File: config.mk
export PLATFORM = sky130hd
export DESIGN_NAME = fpx_ext_load
export DESIGN_NICKNAME = d
export VERILOG_FILES = /design/src/rtl/fpx_pkg.sv /design/src/rtl/fpx_unpack.sv /design/src/rtl/fpx_lead_one.sv /design/src/rtl/fpx_shl.sv /design/src/rtl/fpx_ext_load.sv
export SDC_FILE = /design/constraint.sdc
export NUM_CORES = 1
export LEC_CHECK = 0
export BUFFER_PORTS_ARGS = -buffer_cell sky130_fd_sc_hd__buf_4
export CORE_ASPECT_RATIO = 2
export CORE_MARGIN = 1.5
export CORE_UTILIZATION = 25
export CTS_CLUSTER_DIAMETER = 30
export DETAILED_ROUTE_END_ITERATION = 10
export GPL_TIMING_DRIVEN = 0
export SETUP_SLACK_MARGIN = 0.15
export SLEW_MARGIN = 40
export SYNTH_ARGS = -nofsm -noshare
export SYNTH_HDL_FRONTEND = slang
export SYNTH_SLANG_ARGS = --single-unit
File: constraint.sdc
create_clock -name clk -period 1.75 [get_ports clk]
set_clock_uncertainty 0.05 [all_clocks]
set_input_delay 0.0875 -clock clk [delete_from_list [all_inputs] [get_ports clk]]
set_output_delay 0.0875 -clock clk [all_outputs]
set_load 0.005 [all_outputs]
File: src/rtl/fpx_pkg.sv
package fpx_pkg;

   typedef enum logic [2:0] {
      FC_ZERO,
      FC_SUB,
      FC_NORM,
      FC_INF,
      FC_QNAN,
      FC_SNAN
   } fpx_class_e;

   localparam int FSW_W       = 16;
   localparam int FSW_IE      = 0;
   localparam int FSW_DE      = 1;
   localparam int FSW_ES      = 7;
   localparam int FSW_C0      = 8;
   localparam int FSW_C2      = 10;
   localparam int FSW_TOP_LSB = 11;
   localparam int FSW_TOP_W   = 3;
   localparam int FSW_C3      = 14;
   localparam int FSW_B       = 15;

endpackage

File: src/rtl/fpx_unpack.sv
module fpx_unpack #(
   parameter int EXP_W      = 8,
   parameter int FRAC_W     = 23,
   parameter int EXT_EXP_W  = 15,
   parameter int EXT_FRAC_W = 63
) (
   input  logic [EXP_W+FRAC_W:0]     op,
   output logic                      sign,
   output fpx_pkg::fpx_class_e       cls,
   output logic [EXT_FRAC_W-1:0]     frac_lj,
   output logic [EXT_EXP_W-1:0]      exp_norm,
   output logic [EXT_EXP_W-1:0]      exp_subb
);
   import fpx_pkg::*;

   localparam int TOT_W    = EXP_W + FRAC_W + 1;
   localparam int BIAS     = (1 << (EXP_W - 1)) - 1;
   localparam int EXT_BIAS = (1 << (EXT_EXP_W - 1)) - 1;
   localparam int JUST     = EXT_FRAC_W - FRAC_W;
   localparam int DELTA    = EXT_BIAS - BIAS;

   generate
      if (JUST < 1) begin : g_bad_frac
         $error("fpx_unpack: source fraction must be narrower than the extended fraction");
      end
      if (EXP_W >= EXT_EXP_W) begin : g_bad_exp
         $error("fpx_unpack: source exponent must be narrower than the extended exponent");
      end
   endgenerate

   logic [EXP_W-1:0]  e_fld;
   logic [FRAC_W-1:0] f_fld;
   logic              e_zero;
   logic              e_full;
   logic              f_zero;

   assign sign   = op[TOT_W-1];
   assign e_fld  = op[TOT_W-2:FRAC_W];
   assign f_fld  = op[FRAC_W-1:0];
   assign e_zero = (e_fld == '0);
   assign e_full = (e_fld == '1);
   assign f_zero = (f_fld == '0);

   assign frac_lj  = {f_fld, {JUST{1'b0}}};
   assign exp_norm = EXT_EXP_W'(e_fld) + EXT_EXP_W'(DELTA);
   assign exp_subb = EXT_EXP_W'(DELTA);

   always_comb begin
      if (e_zero)
         cls = f_zero ? FC_ZERO : FC_SUB;
      else if (e_full) begin
         if (f_zero)
            cls = FC_INF;
         else if (f_fld[FRAC_W-1])
            cls = FC_QNAN;
         else
            cls = FC_SNAN;
      end else
         cls = FC_NORM;
   end

endmodule

File: src/rtl/fpx_lead_one.sv
module fpx_lead_one #(
   parameter int W     = 63,
   parameter int IDX_W = $clog2(W)
) (
   input  logic [W-1:0]     vec,
   output logic [IDX_W-1:0] idx
);

   generate
      if (W < 2) begin : g_bad_w
         $error("fpx_lead_one: width must be at least 2");
      end
   endgenerate

   always_comb begin
      idx = '0;
      for (int i = 0; i < W; i++) begin
         if (vec[i])
            idx = IDX_W'(i);
      end
   end

endmodule

File: src/rtl/fpx_shl.sv
module fpx_shl #(
   parameter int W    = 64,
   parameter int SH_W = $clog2(W)
) (
   input  logic [W-1:0]    din,
   input  logic [SH_W-1:0] amt,
   output logic [W-1:0]    dout
);

   logic [W-1:0] stg [0:SH_W];

   assign stg[0] = din;

   generate
      for (genvar s = 0; s < SH_W; s++) begin : g_stage
         assign stg[s+1] = amt[s] ? (stg[s] << (1 << s)) : stg[s];
      end
   endgenerate

   assign dout = stg[SH_W];

endmodule

File: src/rtl/fpx_ext_load.sv
module fpx_ext_load #(
   parameter int SGL_EXP_W  = 8,
   parameter int SGL_FRAC_W = 23,
   parameter int DBL_EXP_W  = 11,
   parameter int DBL_FRAC_W = 52,
   parameter int EXT_EXP_W  = 15,
   parameter int EXT_FRAC_W = 63,
   localparam int SGL_W     = SGL_EXP_W + SGL_FRAC_W + 1,
   localparam int DBL_W     = DBL_EXP_W + DBL_FRAC_W + 1,
   localparam int MANT_W    = EXT_FRAC_W + 1,
   localparam int OUT_W     = 1 + EXT_EXP_W + MANT_W,
   localparam int SW_W      = fpx_pkg::FSW_W
) (
   input  logic              clk,
   input  logic              rst_n,
   input  logic              in_valid,
   input  logic              in_dbl,
   input  logic [DBL_W-1:0]  in_op,
   input  logic [SW_W-1:0]   in_fsw,
   input  logic              dnrm_mask,
   input  logic              inv_mask,
   output logic              out_valid,
   output logic [OUT_W-1:0]  out_val,
   output logic [SW_W-1:0]   out_fsw
);
   import fpx_pkg::*;

   localparam int IDX_W = $clog2(EXT_FRAC_W);
   localparam int SH_W  = $clog2(MANT_W);

   generate
      if (SGL_W > DBL_W) begin : g_bad_sizes
         $error("fpx_ext_load: single format must not be wider than double");
      end
      if ((1 << SH_W) < MANT_W) begin : g_bad_shift
         $error("fpx_ext_load: shift amount too narrow");
      end
   endgenerate

   // per-format unpack
   logic                  s_sign, d_sign;
   fpx_class_e            s_cls, d_cls;
   logic [EXT_FRAC_W-1:0] s_frac, d_frac;
   logic [EXT_EXP_W-1:0]  s_expn, d_expn;
   logic [EXT_EXP_W-1:0]  s_subb, d_subb;

   fpx_unpack #(
      .EXP_W      (SGL_EXP_W),
      .FRAC_W     (SGL_FRAC_W),
      .EXT_EXP_W  (EXT_EXP_W),
      .EXT_FRAC_W (EXT_FRAC_W)
   ) u_unp_sgl (
      .op       (in_op[SGL_W-1:0]),
      .sign     (s_sign),
      .cls      (s_cls),
      .frac_lj  (s_frac),
      .exp_norm (s_expn),
      .exp_subb (s_subb)
   );

   fpx_unpack #(
      .EXP_W      (DBL_EXP_W),
      .FRAC_W     (DBL_FRAC_W),
      .EXT_EXP_W  (EXT_EXP_W),
      .EXT_FRAC_W (EXT_FRAC_W)
   ) u_unp_dbl (
      .op       (in_op),
      .sign     (d_sign),
      .cls      (d_cls),
      .frac_lj  (d_frac),
      .exp_norm (d_expn),
      .exp_subb (d_subb)
   );

   // size select
   logic                  op_sign;
   fpx_class_e            op_cls;
   logic [EXT_FRAC_W-1:0] op_frac;
   logic [EXT_EXP_W-1:0]  op_expn;
   logic [EXT_EXP_W-1:0]  op_subb;

   always_comb begin
      if (in_dbl) begin
         op_sign = d_sign;
         op_cls  = d_cls;
         op_frac = d_frac;
         op_expn = d_expn;
         op_subb = d_subb;
      end else begin
         op_sign = s_sign;
         op_cls  = s_cls;
         op_frac = s_frac;
         op_expn = s_expn;
         op_subb = s_subb;
      end
   end

   // shared normalization on the left-justified fraction
   logic [IDX_W-1:0]  lead_idx;
   logic [SH_W-1:0]   norm_amt;
   logic [MANT_W-1:0] sub_mant;
   logic [EXT_EXP_W-1:0] sub_exp;

   fpx_lead_one #(
      .W     (EXT_FRAC_W),
      .IDX_W (IDX_W)
   ) u_lod (
      .vec (op_frac),
      .idx (lead_idx)
   );

   assign norm_amt = SH_W'(MANT_W - 1) - SH_W'(lead_idx);

   fpx_shl #(
      .W    (MANT_W),
      .SH_W (SH_W)
   ) u_shl (
      .din  ({1'b0, op_frac}),
      .amt  (norm_amt),
      .dout (sub_mant)
   );

   assign sub_exp = op_subb - EXT_EXP_W'(EXT_FRAC_W - 1) + EXT_EXP_W'(lead_idx);

   // after normalization the leading one sits in the integer bit
   always_comb begin
      if (rst_n && in_valid && (op_cls == FC_SUB))
         a_r4_norm_lead: assert (sub_mant[MANT_W-1])
            else $error("a_r4_norm_lead: normalized subnormal lost its leading one");
   end

   // result assembly
   logic                 r_sign;
   logic [EXT_EXP_W-1:0] r_exp;
   logic [MANT_W-1:0]    r_mant;
   logic [SW_W-1:0]      r_fsw;

   always_comb begin
      r_fsw = '0;
      r_fsw[FSW_TOP_LSB +: FSW_TOP_W] = '1;
      r_fsw[FSW_C0] = in_fsw[FSW_C0];
      r_fsw[FSW_C2] = in_fsw[FSW_C2];
      r_fsw[FSW_C3] = in_fsw[FSW_C3];
      r_sign = op_sign;
      r_exp  = '0;
      r_mant = '0;
      unique case (op_cls)
         FC_ZERO: begin
            r_exp  = '0;
            r_mant = '0;
         end
         FC_NORM: begin
            r_exp  = op_expn;
            r_mant = {1'b1, op_frac};
         end
         FC_SUB: begin
            r_exp  = sub_exp;
            r_mant = sub_mant;
            r_fsw[FSW_DE] = 1'b1;
            if (!dnrm_mask) begin
               r_fsw[FSW_ES] = 1'b1;
               r_fsw[FSW_B]  = 1'b1;
            end
         end
         FC_INF: begin
            r_exp  = '1;
            r_mant = {1'b1, {EXT_FRAC_W{1'b0}}};
         end
         FC_QNAN: begin
            r_exp  = '1;
            r_mant = {1'b1, op_frac};
         end
         FC_SNAN: begin
            r_exp  = '1;
            r_mant = {1'b1, 1'b1, op_frac[EXT_FRAC_W-2:0]};
            r_fsw[FSW_IE] = 1'b1;
            if (!inv_mask) begin
               r_fsw[FSW_TOP_LSB +: FSW_TOP_W] = '0;
               r_fsw[FSW_ES] = 1'b1;
               r_fsw[FSW_B]  = 1'b1;
               r_sign = 1'b0;
               r_exp  = '0;
               r_mant = '0;
            end
         end
         default: begin
            r_exp  = '0;
            r_mant = '0;
         end
      endcase
   end

   // output register stage
   always_ff @(posedge clk or negedge rst_n) begin
      if (!rst_n) begin
         out_valid <= 1'b0;
         out_val   <= '0;
         out_fsw   <= '0;
      end else begin
         out_valid <= in_valid;
         if (in_valid) begin
            out_val <= {r_sign, r_exp, r_mant};
            out_fsw <= r_fsw;
         end
      end
   end

   // a result without an invalid flag is a push with TOP at 7
   a_r1_top_on_push: assert property (@(posedge clk) disable iff (!rst_n)
      out_valid && !out_fsw[FSW_IE] |-> out_fsw[FSW_TOP_LSB +: FSW_TOP_W] == '1)
      else $error("a_r1_top_on_push");

   // a cancelled push carries an all-zero value and the invalid flags
   a_r9_cancel_zero: assert property (@(posedge clk) disable iff (!rst_n)
      out_valid && (out_fsw[FSW_TOP_LSB +: FSW_TOP_W] == '0) |->
         (out_val == '0) && out_fsw[FSW_IE] && out_fsw[FSW_ES] && out_fsw[FSW_B])
      else $error("a_r9_cancel_zero");

   // the summary and busy bits always travel together
   a_r5_es_b_pair: assert property (@(posedge clk) disable iff (!rst_n)
      out_valid |-> out_fsw[FSW_ES] == out_fsw[FSW_B])
      else $error("a_r5_es_b_pair");

   // denormal and invalid flags never come from one operand
   a_r8_flag_excl: assert property (@(posedge clk) disable iff (!rst_n)
      out_valid |-> !(out_fsw[FSW_DE] && out_fsw[FSW_IE]))
      else $error("a_r8_flag_excl");

   // any non-zero exponent comes with the integer bit set
   a_r2_int_bit: assert property (@(posedge clk) disable iff (!rst_n)
      out_valid && (out_val[OUT_W-2 -: EXT_EXP_W] != '0) |-> out_val[MANT_W-1])
      else $error("a_r2_int_bit");

endmodule

==> key figures <==
Run status
  • Run status: finished with violations
  • Failing checks: hold timing, setup timing

Clock tree
  • Clock root cell: clkbuf_16
  • Htree depth: 3
  • CTS buffer count: 9
  • Worst-path clk slew: approximately 80 ps
  • Worst skew pair latency: between 300 and 400 ps
  • TritonCTS Sinks: 75
  • CTS tree: built
  • Longest Clk Path Bufs: 2

Routing
  • Drt total wl: approximately 84,000 um
  • Initial DRC Count: 1,361
  • Drt drc: 0
  • Routed via count: ~14,000
  • Via density: between 6 and 7
  • Final ANT Viol Nets: 0
  • Average wire per standard cell: between 40 and 50 um
  • Drt pass-1 iters: 5

Logic synthesis
  • Synth Flop Type: dfrtp_1
  • Post-synth EDFFs: 0
  • Mapped Area: around 0.009 sq mm
  • Gate Count Post-Synth: 1,169
  • Yosys cell types: 95
  • Syn. warnings: 0
  • Syn avg cell area: about 7.7 sq um
  • Sequential share of the synthesized area: 20.9%
  • FF+latch count, synth: 75
  • Async SR Flop Fraction: 100%

Setup path
  • Setup crit end kind: register
  • R2R cell count: 4
  • CP Class: in -> reg
  • Critical R2R Capture: out_val[51]
  • Worst Path Required: roughly 2000 ps
  • Crit path max fanout: 5
  • Worst R2R Start: out_val[51]
  • Worst setup SP type: input port
  • Crit path max-delay cell type: nor4_1
  • R2R Setup Slk: -70 ps
  • Worst path cell trace: buf_4 > nor4_1 > nand4_1 > nor4_4 > buf_4 > a21oi_4 > a21oi_4 > buf_12 > nor2_1 > a221o_2 > a2111oi_4 > nand4b_1 > o21a_1
  • CP peak stage delay: ~930 ps
  • Data arrival, critical path: around 3700 ps

Power and ir drop
  • Worst vdd ir: between 0.4 and 0.5 mV
  • Leakage power: 6.82 nW
  • Total Power: ~11 mW
  • PwrDens: a little over 600 mW/mm^2

Floorplan
  • Std cell rows: 98
  • Io pins: about 180
  • Core area: 0.0356 sq mm
  • Initial cell density of the core: between 20% and 30%
  • Die X: roughly 140 um
  • Die area: about 0.037 sq mm
  • Die height: ~270 um

Global routing
  • Gr usage total: 43.4%
  • Gr busiest metal: met2
  • Largest net degree at the start of global routing: 76
  • First-pass GRT wire length: between 100,000 and 150,000 um
  • GR Layer Usage met1: 43.4%
  • Met3 Use GR: between 10% and 20%
  • GRT Residual Overflow: 0
  • GR Util met2: approximately two thirds
  • Antenna violations before repair: 7
  • Vias in the first global route: ~13,000

Timing
  • Unrepaired setup endpoints after global routing: yes
  • Max Clk Rate: ~0.29 GHz
  • Slew Limit Fails: 0
  • Post-route setup slack: -1700 ps
  • Fin. Hold Viols: 2
  • Final Cycle Share: 197%
  • Hold WS: -24.4 ps
  • Setup tns final: -93,050 ps
  • Min Tclk post-route: 3450 ps
  • Final setup violation count: a little over 70
  • Least-Margin Pin Slew: 1090 ps
  • Slew headroom: between 20 and 30%

Hold path
  • HP Class: in -> reg
  • HP Start: in_op[63]
  • WHS Endpoint: out_val[79]
  • WHS Path Cells: 3

Placed design
  • RePlAce Congestion: approximately 1.1
  • Port-buffer cells: roughly 140
  • Hpwl dp: 57,800 um

Layout
  • Layout cells sized above 1: 58.8%
  • Final Net Count: between 1,500 and 2,000
  • Area growth from synthesis to layout: 93.1%
  • Layout filler cell count: between 3,000 and 4,000
  • Core Util, Final: approximately 49%

Run
  • Max-Cap Viols: 0
state kept, by name, indices dropped and copies added (netlist names):
register / cells
out_fsw: 7
out_val: 67
out_valid: 1
final cells by class:
class	instances	area (sq um)	share of cell area [%]
Multi-Input combinational cell	958	9280	53.6
Timing Repair Buffer	371	3490	20.1
Sequential cell	75	1880	10.8
Buffer	135	1700	9.81
Tap cell	450	563	3.25
Clock buffer	10	229	1.32
Inverter	17	90.1	0.520
Clock inverter	6	88.8	0.513
Antenna cell	4	10.0	0.0578
synth_stat cells, drive strengths merged, types with 9 or more instances:
cell | count | area share [%]
o22ai | 28 | 2.0
a211oi | 27 | 2.3
mux2 | 29 | 3.6
o211ai | 20 | 1.7
and2 | 12 | 0.84
a22oi | 20 | 1.7
nand2b | 9 | 0.63
a31oi | 17 | 1.2
o21a | 11 | 0.92
o22a | 14 | 1.4
nand4 | 9 | 0.63
nand3 | 18 | 1.0
clkbuf | 63 | 2.6
a2111oi | 9 | 0.95
buf | 72 | 5.2
nor3 | 41 | 2.3
nand2 | 113 | 4.8
a221o | 13 | 1.5
a21oi | 70 | 4.0
o2bb2ai | 38 | 3.7
nor4 | 29 | 2.3
inv | 15 | 0.63
o21ai | 70 | 3.9
dfrtp | 75 | 21
and3 | 9 | 0.63
mux2i | 71 | 8.0
nor2 | 96 | 4.0
a211o | 9 | 0.88
a22o | 10 | 0.98
a221oi | 16 | 1.6
a21o | 11 | 0.92
power breakdown:
group	total, mW	leakage (nW)	internal [mW]	switching, mW
registers	2.14	0.942	1.94	0.191
logic	6.46	5.73	2.82	3.64
clock network	2.16	0.149	1.25	0.904
through the flow:
| step | setup WS (ps) | hold WS [ps] | area [sq um] | std cells |
|---|---|---|---|---|
| global route | -1710 | 1.60 | 17300 | 2023 |
| floorplan | -1340 | -258 | 9830 | 1185 |
| detailed placement | -3340 | 106 | 11500 | 1774 |
| global placement | -3720 | 157 | 11400 | 1771 |
| CTS | -1390 | 6.92 | 15400 | 1928 |
| finish | -1700 | -24.4 | 17300 | 2026 |
per-layer routing:
layer	vias up	wire length (um)
li1	5353	-
met1	6746	26900
met2	1113	37800
met3	548	8260
met4	2	10600
met5	-	13
placed cells by master, fill, tap and decap left out, types with 17 or more instances in the layout:
| cell type | n |
|---|---|
| o21ai_2 | 17 |
| buf_12 | 46 |
| o2bb2ai_1 | 33 |
| mux2i_4 | 29 |
| mux2_2 | 20 |
| a21oi_1 | 29 |
| mux2i_1 | 28 |
| nand3_1 | 17 |
| conb_1 | 17 |
| nor2_1 | 67 |
| nor3_1 | 22 |
| buf_6 | 65 |
| a21oi_2 | 25 |
| nand2_1 | 82 |
| buf_4 | 305 |
| o211ai_1 | 19 |
| dfrtp_1 | 75 |
| buf_8 | 18 |
| o21ai_0 | 22 |
| clkbuf_16 | 26 |
cell families after synthesis:
family / Yosys count / share of synthesized area [%]
AOI/OAI and AO/OA: 466 / 38.2
and+or+nand+nor: 371 / 20.1
buffers and inverters: 152 / 8.56
muxes: 101 / 11.9
DFF: 75 / 20.9
xor gates and xnor gates: 2 / 0.195
adders and majority gates: 1 / 0.139
other: 1 / 0.0418
worst max-delay path by stage:
stage               startpoint           to
detailed placement   in_op[11]  out_val[61]
global route         in_op[31]  out_val[51]
floorplan            in_op[49]  out_val[61]
CTS                     in_dbl  out_val[62]
global placement     in_op[22]  out_val[51]
finish               in_op[31]  out_val[51]
critical path: cells and delay by family:
kind | cells | cell delay [ps]
simple gates | 5 | 1800
buf+inv | 3 | 500
compound gates | 5 | 1250
what timing repair did:
item | 4_1_cts | 5_1_grt
hold buffers | 6 | 0
buffers inserted | 127 | 90
endpoints found under the hold margin | 80 | 0
gates resized for setup | 499 | 223
pin swaps | 88 | 95
endpoints found under the setup margin | 71 | 71
cloned | 5 | 3
Power figures use the tool's default switching activity.
